--- src/rtl/joypad_pkg.sv ---
package joypad_pkg;
  localparam int unsigned NUM_BTN     = 8;
  localparam int unsigned GRP_W       = 4;
  localparam int unsigned NUM_GRP     = NUM_BTN / GRP_W;
  localparam int unsigned PORT_W      = 8;
  localparam int unsigned SEL_LSB     = 4;
  localparam int unsigned IRQ_LINES   = 5;
  localparam int unsigned JOY_IRQ_IDX = 4;
endpackage

--- src/rtl/joypad_btn_state.sv ---
module joypad_btn_state #(
  parameter int unsigned NUM_BTN = joypad_pkg::NUM_BTN
) (
  input  logic               clk_i,
  input  logic               rst_ni,
  input  logic [NUM_BTN-1:0] press_i,
  input  logic [NUM_BTN-1:0] release_i,
  output logic [NUM_BTN-1:0] pad_next_o,
  output logic               changed_o
);
  logic [NUM_BTN-1:0] pad_q;

  // press wins over release on the same bit
  assign pad_next_o = (pad_q & ~release_i) | press_i;
  assign changed_o  = (pad_next_o != pad_q);

  always_ff @(posedge clk_i or negedge rst_ni) begin
    if (!rst_ni)        pad_q <= '0;
    else if (changed_o) pad_q <= pad_next_o;
  end
endmodule

--- src/rtl/joypad_nibble.sv ---
module joypad_nibble #(
  parameter int unsigned GRP_W   = joypad_pkg::GRP_W,
  parameter int unsigned NUM_GRP = joypad_pkg::NUM_GRP,
  localparam int unsigned NB     = GRP_W * NUM_GRP
) (
  input  logic [NB-1:0]      pad_i,
  input  logic [NUM_GRP-1:0] sel_n_i,
  output logic [GRP_W-1:0]   nibble_o
);
  logic [NUM_GRP-1:0][GRP_W-1:0] grp_hit;

  for (genvar g = 0; g < NUM_GRP; g++) begin : g_grp
    assign grp_hit[g] = sel_n_i[g] ? '0 : pad_i[g*GRP_W +: GRP_W];
  end

  always_comb begin
    logic [GRP_W-1:0] acc;
    acc = '0;
    for (int g = 0; g < NUM_GRP; g++) acc |= grp_hit[g];
    nibble_o = ~acc;
  end
endmodule

--- src/rtl/joypad_fall_det.sv ---
module joypad_fall_det #(
  parameter int unsigned GRP_W = joypad_pkg::GRP_W
) (
  input  logic             clk_i,
  input  logic             rst_ni,
  input  logic             refresh_i,
  input  logic [GRP_W-1:0] old_i,
  input  logic [GRP_W-1:0] new_i,
  output logic             pulse_o
);
  logic fall;
  assign fall = refresh_i && |(old_i & ~new_i);

  always_ff @(posedge clk_i or negedge rst_ni) begin
    if (!rst_ni) pulse_o <= 1'b0;
    else         pulse_o <= fall;
  end
endmodule

--- src/rtl/joypad_port.sv ---
module joypad_port #(
  parameter int unsigned NUM_BTN     = joypad_pkg::NUM_BTN,
  parameter int unsigned GRP_W       = joypad_pkg::GRP_W,
  parameter int unsigned PORT_W      = joypad_pkg::PORT_W,
  parameter int unsigned SEL_LSB     = joypad_pkg::SEL_LSB,
  parameter int unsigned IRQ_LINES   = joypad_pkg::IRQ_LINES,
  parameter int unsigned JOY_IRQ_IDX = joypad_pkg::JOY_IRQ_IDX,
  localparam int unsigned NUM_GRP    = NUM_BTN / GRP_W,
  localparam int unsigned TOP_LSB    = SEL_LSB + NUM_GRP
) (
  input  logic                 clk_i,
  input  logic                 rst_ni,
  input  logic [NUM_BTN-1:0]   press_i,
  input  logic [NUM_BTN-1:0]   release_i,
  input  logic                 sel_we_i,
  input  logic [PORT_W-1:0]    sel_wdata_i,
  output logic [PORT_W-1:0]    port_o,
  output logic [IRQ_LINES-1:0] irq_o
);
  logic [NUM_BTN-1:0] pad_next;
  logic               pad_changed;
  logic [NUM_GRP-1:0] sel_q, sel_next;
  logic [GRP_W-1:0]   nib_q, nib_next;
  logic               refresh, joy_pulse;

  joypad_btn_state #(.NUM_BTN(NUM_BTN)) u_btn (
    .clk_i, .rst_ni, .press_i, .release_i,
    .pad_next_o(pad_next), .changed_o(pad_changed)
  );

  assign sel_next = sel_we_i ? sel_wdata_i[SEL_LSB +: NUM_GRP] : sel_q;
  assign refresh  = sel_we_i | pad_changed;

  joypad_nibble #(.GRP_W(GRP_W), .NUM_GRP(NUM_GRP)) u_nib (
    .pad_i(pad_next), .sel_n_i(sel_next), .nibble_o(nib_next)
  );

  always_ff @(posedge clk_i or negedge rst_ni) begin
    if (!rst_ni) begin
      sel_q <= '1;
      nib_q <= '1;
    end else if (refresh) begin
      sel_q <= sel_next;
      nib_q <= nib_next;
    end
  end

  joypad_fall_det #(.GRP_W(GRP_W)) u_fall (
    .clk_i, .rst_ni, .refresh_i(refresh),
    .old_i(nib_q), .new_i(nib_next), .pulse_o(joy_pulse)
  );

  always_comb begin
    port_o = '1;
    port_o[GRP_W-1:0] = nib_q;
    port_o[SEL_LSB +: NUM_GRP] = sel_q;
  end

  for (genvar i = 0; i < IRQ_LINES; i++) begin : g_irq
    if (i == JOY_IRQ_IDX) begin : g_joy
      assign irq_o[i] = joy_pulse;
    end else begin : g_idle
      assign irq_o[i] = 1'b0;
    end
  end
endmodule

--- config.mk ---
export PLATFORM = sky130hd
export DESIGN_NAME = joypad_port
export DESIGN_NICKNAME = d
export VERILOG_FILES = /design/src/rtl/joypad_pkg.sv /design/src/rtl/joypad_btn_state.sv /design/src/rtl/joypad_nibble.sv /design/src/rtl/joypad_fall_det.sv /design/src/rtl/joypad_port.sv
export SDC_FILE = /design/constraint.sdc
export NUM_CORES = 1
export LEC_CHECK = 0
export ABC_AREA = 1
export BUFFER_PORTS_ARGS = -buffer_cell sky130_fd_sc_hd__buf_2
export CAP_MARGIN = 20
export CORE_UTILIZATION = 50
export CTS_CLUSTER_DIAMETER = 80
export DETAILED_ROUTE_END_ITERATION = 16
export HOLD_SLACK_MARGIN = 0.06
export PLACE_DENSITY_LB_ADDON = 0.3
export SYNTH_ARGS = -nofsm -noshare
export SYNTH_HDL_FRONTEND = slang
export SYNTH_SLANG_ARGS = --single-unit
--- constraint.sdc ---
create_clock -name clk_i -period 2.1 [get_ports clk_i]
set_clock_uncertainty 0.2 [all_clocks]
set_input_delay 0.105 -clock clk_i [delete_from_list [all_inputs] [get_ports clk_i]]
set_output_delay 0.105 -clock clk_i [all_outputs]
set_load 0.02 [all_outputs]
== After elaboration in Yosys (flattened, before gate mapping) ==
Cells that the tools add are included.
Word-level totals
  register bits: 15
  bits of input ports: 27
  output and inout port bits: 13
  word-level logic and storage cells: 18
Operators by class
  equality and inequality tests: 1
  multiplexer cells: 3
  bitwise logic cells: 8
  reduce and logical (&&, ||, !) cells: 2
Operators by type and width (number)
  $and 8x8->8: 1
  $mux 4: 2
  $ne 8x8->1: 1
  $not 4->4: 2
  $not 8->8: 1
  $or 8x8->8: 1
  $and 4x4->4: 1
  $or 4x4->4: 1
  $reduce_or 4->1: 1
  $mux 2: 1
  $logic_and 1x1->1: 1
  $or 1x1->1: 1

== Logic depth before layout (Yosys ltp) ==
Gate-level depths: netlist (run 1).
  depth after elaboration: 10
  mapped depth: 9
  gate-level depth less buffers: 9

== Modules after synthesis ==
Synthesis (run 1) repeated with hierarchy kept, for this count alone.
Second synthesis, totals
  cell total of the unflattened synthesis: 149
  area, all modules: 949.7 µm²
By module, submodules not included
  joypad_btn_state: times used 1, cells each 79, area each 491.7 µm², sequential area each 200.2 µm²
  joypad_port: times used 1, cells each 38, area each 316.6 µm², sequential area each 157.7 µm²
  joypad_fall_det: times used 1, cells each 14, area each 73.8 µm², sequential area each 25.0 µm²
  joypad_nibble: times used 1, cells each 18, area each 67.6 µm², sequential area each 0.0 µm²

== Least setup slack after synthesis (run 1) ==
No wires, ideal clock.
  path type: reg-to-reg
  start point: register sel_q[0]
  end point: register u_fall.pulse_o
  library setup time: 117 ps
  data arrival time: 1084 ps
  required time: 1783 ps
  path slack: 699 ps
  stages on the path, launching flop included: 10
  path buffers: 0
  clock period less this slack: 1401 ps
  cell sequence: dfstp_2 > inv_1 > nand2_2 > o21ai_2 > nand2_1 > nand2_1 > nand2_1 > nand2_1 > nor2_1 > nor2_1
On the way
  longest elaborated chain between the ends: 8
RTL lines
  start: declaration: line joypad_port.sv:22  | logic [NUM_GRP-1:0] sel_q, sel_next;
  start signal: assignment: line joypad_port.sv:43  | sel_q <= sel_next;
  $mux 2: line joypad_port.sv:31  | assign sel_next = sel_we_i ? sel_wdata_i[SEL_LSB +: NUM_GRP] : sel_q;
  $mux 4: line joypad_nibble.sv:13  | assign grp_hit[g] = sel_n_i[g] ? '0 : pad_i[g*GRP_W +: GRP_W];
  $or 4x4->4: line joypad_nibble.sv:19  | for (int g = 0; g < NUM_GRP; g++) acc |= grp_hit[g];
  $not 4->4: line joypad_nibble.sv:20  | nibble_o = ~acc;
  $not 4->4: line joypad_fall_det.sv:12  | assign fall = refresh_i && |(old_i & ~new_i);
  $and 4x4->4: line joypad_fall_det.sv:12
  $reduce_or 4->1: line joypad_fall_det.sv:12
  $logic_and 1x1->1: line joypad_fall_det.sv:12
  named net u_fall.fall: line joypad_fall_det.sv:11  | logic fall;
  end signal: assignment: line joypad_fall_det.sv:16  | else pulse_o <= fall;
  end: declaration: line joypad_fall_det.sv:9  | output logic pulse_o
The timed path passes the listed nets, and every way through them passes these cells.
A chain may end at the register's enable or synchronous reset.

== Worst setup path in the final report (run 1) ==
  start point: input port sel_we_i
  end point: register sel_q[0]
On the way
  longest elaborated chain between the ends: 1
  elaborated cells on any way between the ends: 2
  those cells by class: 1 x mux; 1 x bitwise
RTL lines
  start: declaration: line joypad_port.sv:15  | input logic sel_we_i,
  $mux 2 or $or 1x1->1 (tied branches): line joypad_port.sv:31, joypad_port.sv:32
Parallel ways exist; a longest one is shown, timed or not.

==> key figures, run 1 <==
Die
  • Die height: between 40 and 50 um
  • Core footprint: 0.00176 mm2
  • Chip Width: 45.9 um
  • Die footprint: between 0.002 and 0.0025 mm2
  • Std cell rows: 15
  • Top-Level Pins: 40
  • Initial Util: a little over half

Routing
  • Final WL: a little over 2 mm
  • DR pass1 iterations: 6
  • Drt wl/cell: about 10 um
  • Antenna-violating nets left: 0
  • Vias/cell: 4.51
  • Remaining DRCs: 0
  • Starting DRC count in detailed routing: 19
  • Routed vias: 939

Timing
  • Fin crit share: 81.9%
  • Unrepaired setup endpoints after global routing: false
  • Endpoints failing setup: 0
  • Setup ws final: 0.380 ns
  • Min Tclk post-route: 1.72 ns
  • Worst hold slack: approximately 0.10 ns
  • Achievable Freq: between 500 and 600 MHz
  • Sum Neg Setup Slack: 0 ns
  • Final Hold Fails: 0
  • Fin. max-slew vios: 0

Placement
  • Dpl ws: 0.643 ns
  • Placed wire-length estimate: 1.43 mm
  • IO buf count: 27
  • Placer Congestion: 0.811
  • Inst Count DP: 182
  • Dpl cell area: 0.00109 mm2

Global routing
  • Total global-route track usage: between 20% and 30%
  • Largest net degree at the start of global routing: 10
  • Vias in the first global route: 908
  • Gr ovfl total: 0
  • First-pass GRT wire length: 3.47 mm
  • Initial antenna violation count: 0

Pwr
  • LEAKAGE: 0.771 nW
  • Worst vdd ir: roughly 0.00042 V
  • Pwr Density: 565 mW/mm2
  • Total chip power: 0.758 mW

Clocking
  • Clock Pin Slew Worst Setup and Hold Paths: 0.09 ns
  • TritonCTS clock tree: built
  • Post-CTS Resized: 0
  • CTS root buffer: clkbuf_4
  • Clk Latency, worst-skew pair: 0.28 ns
  • Clk buf depth: 2
  • Inserted Clock Buffers: 3
  • CTS Sinks: 15
  • Post-CTS setup buffers: 0
  • H-tree levels: 1

Logic synthesis
  • Mapped Cells: 133
  • Synth warn: 0
  • Flops & latches, synth: 15
  • Mean Syn Cell Area: 7.25 um2
  • Sequential area share after synthesis: 39.7%
  • Synthesized area: 965 um2
  • Cell variety after synth: 18

Min path
  • Hold path cells: 8
  • Hold WC Path Type: in2reg

Finish
  • Non-Filler Cell Area, Final: 0.00134 mm2
  • Final non-filler cell total: 208
  • Share of cells above drive strength 1: 29.0%
  • ANT cells: 0
  • Core Util, Final: 76.0%
  • Final nets: 211
  • Synth-to-layout area growth: 38.9%

Critical path
  • Critical Path Sink Type: flip-flop
  • Worst EP required: 2.12 ns
  • Cell depth of the worst flop-to-flop path: 5
  • Setup crit start kind: primary input
  • CP Class: in2reg
  • CP max FO: 9
  • CP arrival: 1.74 ns

Status
  • Status: finished, final reports clean

Run
  • Max cap viols: 0
worst max-delay path, stage by stage:
cell and delay, ns:
dlygate4sd3_1 0.53, buf_2 0.13, inv_2 0.18, nand2_2 0.07, o21ai_2 0.09, dlygate4sd3_1 0.58
inv_1 0.04
cell usage after synthesis:
| library cell | instances | area (um2) |
|---|---|---|
| buf_4 | 7 | 52.6 |
| conb_1 | 2 | 7.51 |
| dfrtp_1 | 9 | 225 |
| dfstp_2 | 6 | 158 |
| inv_1 | 24 | 90.1 |
| inv_2 | 5 | 18.8 |
| nand2_1 | 47 | 176 |
| nand2_2 | 5 | 31.3 |
| nand2_4 | 2 | 22.5 |
| nand3_1 | 4 | 20.0 |
| nand3_4 | 1 | 17.5 |
| nand4_1 | 4 | 25.0 |
| nor2_1 | 3 | 11.3 |
| nor2_8 | 2 | 40.0 |
| o21ai_0 | 5 | 25.0 |
| o21ai_1 | 4 | 20.0 |
| o21ai_2 | 2 | 17.5 |
| or2_1 | 1 | 6.26 |
layout make-up:
type,instances,area (um2)
clock buffers,4,26.3
repair buffers,49,355
inverters,29,109
well taps,25,31.3
flip-flops and latches,15,383
fillers,146,424
multi-input cells,86,435
final timing paths:
kind	startpoint	end	slack, ns
min in group asynchronous	rst_ni	u_fall.pulse_o	0.61
max	sel_we_i	sel_q[0]	0.38
min reg2reg	nib_q[0]	nib_q[0]	0.31
min	press_i[2]	nib_q[0]	0.10
max reg2reg	sel_q[0]	sel_q[0]	0.51
max in group asynchronous	rst_ni	sel_q[0]	0.80
power breakdown:
group	total (mW)	switching [mW]	internal (mW)
sequential	0.346	0.0173	0.328
clock	0.163	0.0893	0.0738
combinational	0.249	0.148	0.101
total	0.758	0.254	0.503
routing by layer:
metal	global-route usage (%)	part of all wire [%]	up-vias
li1	-	-	488
met1	26.9	44	419
met2	40.8	52	30
met3	5.16	4.0	2
met4	11.2	0.19	0
met5	0	0	-
flip-flops by register name, indices dropped and copies added, names as in the netlist:
register        count
u_btn.pad_q         8
u_fall.pulse_o      1
nib_q               4
sel_q               2
timing repair:
item | CTS | global route
hold buffers | 23 | 0
endpoints found under the setup margin | 0 | 8
hold endpoints to repair | 30 | 0
cell usage in the layout, fill, tap and decap left out:
cell | synthesis | routed
nand3_1 | 4 | 4
o21ai_1 | 4 | 4
inv_2 | 5 | 5
dfrtp_1 | 9 | 9
nand2_2 | 5 | 5
dlygate4sd3_1 | 0 | 22
nor2_1 | 3 | 3
or2_1 | 1 | 1
conb_1 | 2 | 6
nand3_4 | 1 | 1
nand2_4 | 2 | 2
o21ai_0 | 5 | 5
inv_1 | 24 | 24
nand4_1 | 4 | 4
buf_2 | 0 | 27
o21ai_2 | 2 | 2
clkbuf_1 | 0 | 1
dfstp_2 | 6 | 6
nor2_8 | 2 | 2
clkbuf_4 | 0 | 3
nand2_1 | 47 | 47
logic make-up (layout without fill, tap and decap cells):
| logic type | after synthesis | after routing | synth area share (%) |
|---|---|---|---|
| flip-flops | 15 | 15 | 39.7 |
| buffers and inverters | 36 | 82 | 16.7 |
| AO/OA/AOI/OAI | 11 | 11 | 6.49 |
| AND/OR/NAND/NOR | 69 | 69 | 36.3 |
| other | 2 | 6 | 0.779 |
(Power assumes the default switching activity.)
==> run 2: changes to the inputs <==
Settings changed: CORE_UTILIZATION 50 to 42.
Clock period 2.1 ns to 1.55 ns, I/O delays scaled along.
==> key figures, run 2 (synthesized netlist as in run 1, its figures left out) <==
Die
  • Initial Util: between 40% and 50%
  • Die footprint: 0.00249 mm2
  • Top-Level Pins: 40
  • Std cell rows: 16
  • Chip Width: 49.9 um
  • Core footprint: a little over 0.002 mm2
  • Die height: between 40 and 50 um

Timing
  • Fin crit share: 95.8%
  • Final Hold Fails: 0
  • Sum Neg Setup Slack: 0 ns
  • Min Tclk post-route: roughly 1.5 ns
  • Endpoints failing setup: 0
  • Achievable Freq: 673 MHz
  • Fin. max-slew vios: 0

Pwr
  • Worst vdd ir: 0.000439 V
  • LEAKAGE: 0.784 nW
  • Gate power share: between 30% and 40%
  • NetSw: 0.355 mW
  • Internal: 0.685 mW
  • Clock share of power: 21.2%
  • Total chip power: 1.04 mW
  • Seq pwr share: a little under half
  • Pwr Density: 756 mW/mm2
  • Net Sw Frac: approximately a third

Global routing
  • Initial antenna violation count: 0
  • Gr ovfl total: 0
  • Total global-route track usage: a little over a fifth
  • Largest net degree at the start of global routing: 10
  • First-pass GRT wire length: around 4.0 mm
  • Vias in the first global route: 966

Placement
  • Placer Congestion: just over 0.8
  • Dpl cell area: 0.00110 mm2
  • IO buf count: 27
  • Placed wire-length estimate: ~1.5 mm

Status
  • Status: finished, final reports clean

Routing
  • Vias/cell: 4.44
  • Drt wl/cell: 10.6 um
  • Final WL: 2.24 mm
  • Routed vias: 936
  • DR pass1 iterations: 4
  • Antenna-violating nets left: 0
  • Starting DRC count in detailed routing: 23
  • Remaining DRCs: 0

Finish
  • Non-Filler Cell Area, Final: roughly 0.0014 mm2
  • Share of cells above drive strength 1: 31.0%
  • Final nets: 212
  • Commonest cells after routing, fill and taps aside: nand2_1 (46), buf_2 (26), inv_1 (24), dlygate4sd3_1 (21), dfrtp_1 (9)
  • Max reg flops: 8
  • Most common cell after layout, fill and taps aside: nand2_1
  • Synth-to-layout area growth: 42.7%
  • Biggest regs: u_btn.pad_q x8, nib_q x4, sel_q x2
  • Reg with most FFs: u_btn.pad_q
  • ANT cells: 0

Min path
  • Hold WC Path Type: in2reg

Critical path
  • Slowest stage delay, CP: 0.57 ns
  • Critical Path Sink Type: flip-flop
  • CP max FO: 2
  • CP Class: in2reg
  • Worst EP required: 1.57 ns
  • Crit path cell chain: dlygate4sd3_1 > buf_2 > o21ai_1 > dlygate4sd3_1
  • Top cell by count, worst path: dlygate4sd3_1
  • Setup crit start kind: primary input
  • Slowest-stage cell, CP: dlygate4sd3_1
  • CP arrival: 1.51 ns

Clocking
  • Clock Pin Slew Worst Setup and Hold Paths: 0.09 ns
  • H-tree levels: 1
  • TritonCTS clock tree: built
  • CTS root buffer: clkbuf_4
  • Inserted Clock Buffers: 3
  • Clk Latency, worst-skew pair: 0.28 ns
  • Clk buf depth: 2
  • CTS Sinks: 15

Run
  • Max cap viols: 0
[run 2: worst max-delay path, delay by kind of cell]
family	cells	cell delay [ns]
buffers and inverters	3	1.25
AO/OA/AOI/OAI	1	0.17
[run 2: worst paths after layout]
check                               startpoint        endpoint  slack (ns)  cells after the start
worst max-delay path              release_i[4]  u_btn.pad_q[4]        0.06                      4
worst min-delay path                press_i[7]        nib_q[3]        0.09                      8
worst max register to register  u_btn.pad_q[5]  u_fall.pulse_o        0.08                      7
worst min register to register        nib_q[3]        nib_q[3]        0.31                      2
max in group asynchronous               rst_ni  u_btn.pad_q[2]        0.10                      3
min in group asynchronous               rst_ni        nib_q[0]        0.16                      2
[run 2: per-stage QoR]
step,setup WS (ns),util [%],hold slack [ns],cells
final,0.0645,66.7,0.0928,211
after global routing,-0.00710,66.7,0.138,211
after CTS,0.0111,64.6,0.0839,209
after global placement,0.138,53.2,-0.205,184
after floorplan,0.149,-,-0.418,137
after detailed placement,0.110,53.2,-0.199,184
[run 2: cell type report]
| cell class | instances | area, um2 |
|---|---|---|
| clock buffers | 4 | 26.3 |
| fillers | 172 | 686 |
| inverters | 29 | 114 |
| multi-input cells | 86 | 457 |
| flip-flops and latches | 15 | 383 |
| well taps | 27 | 33.8 |
| repair buffers | 50 | 363 |
[run 2: routing by layer]
metal	wire length [um]	track usage [%]
met1	952	24.1
met2	1200	38.7
met3	55	2.78
met4	29	8.57
met5	0	0
[run 2: timing repair]
action,in CTS,in global routing
hold buffers,21,0
resized for setup,0,8
setup buffers,0,2
endpoints found under the hold margin,30,0
setup endpoints to repair,0,2
[run 2: power groups by stage]
stage	combinational [mW]	clock [mW]	sequential, mW
2_1_floorplan	0.194	0	0.497
3_3_place_gp	0.280	0	0.473
3_5_place_dp	0.289	0	0.476
4_1_cts	0.334	0.231	0.468
5_1_grt	0.389	0.242	0.477
6_report	0.350	0.221	0.470
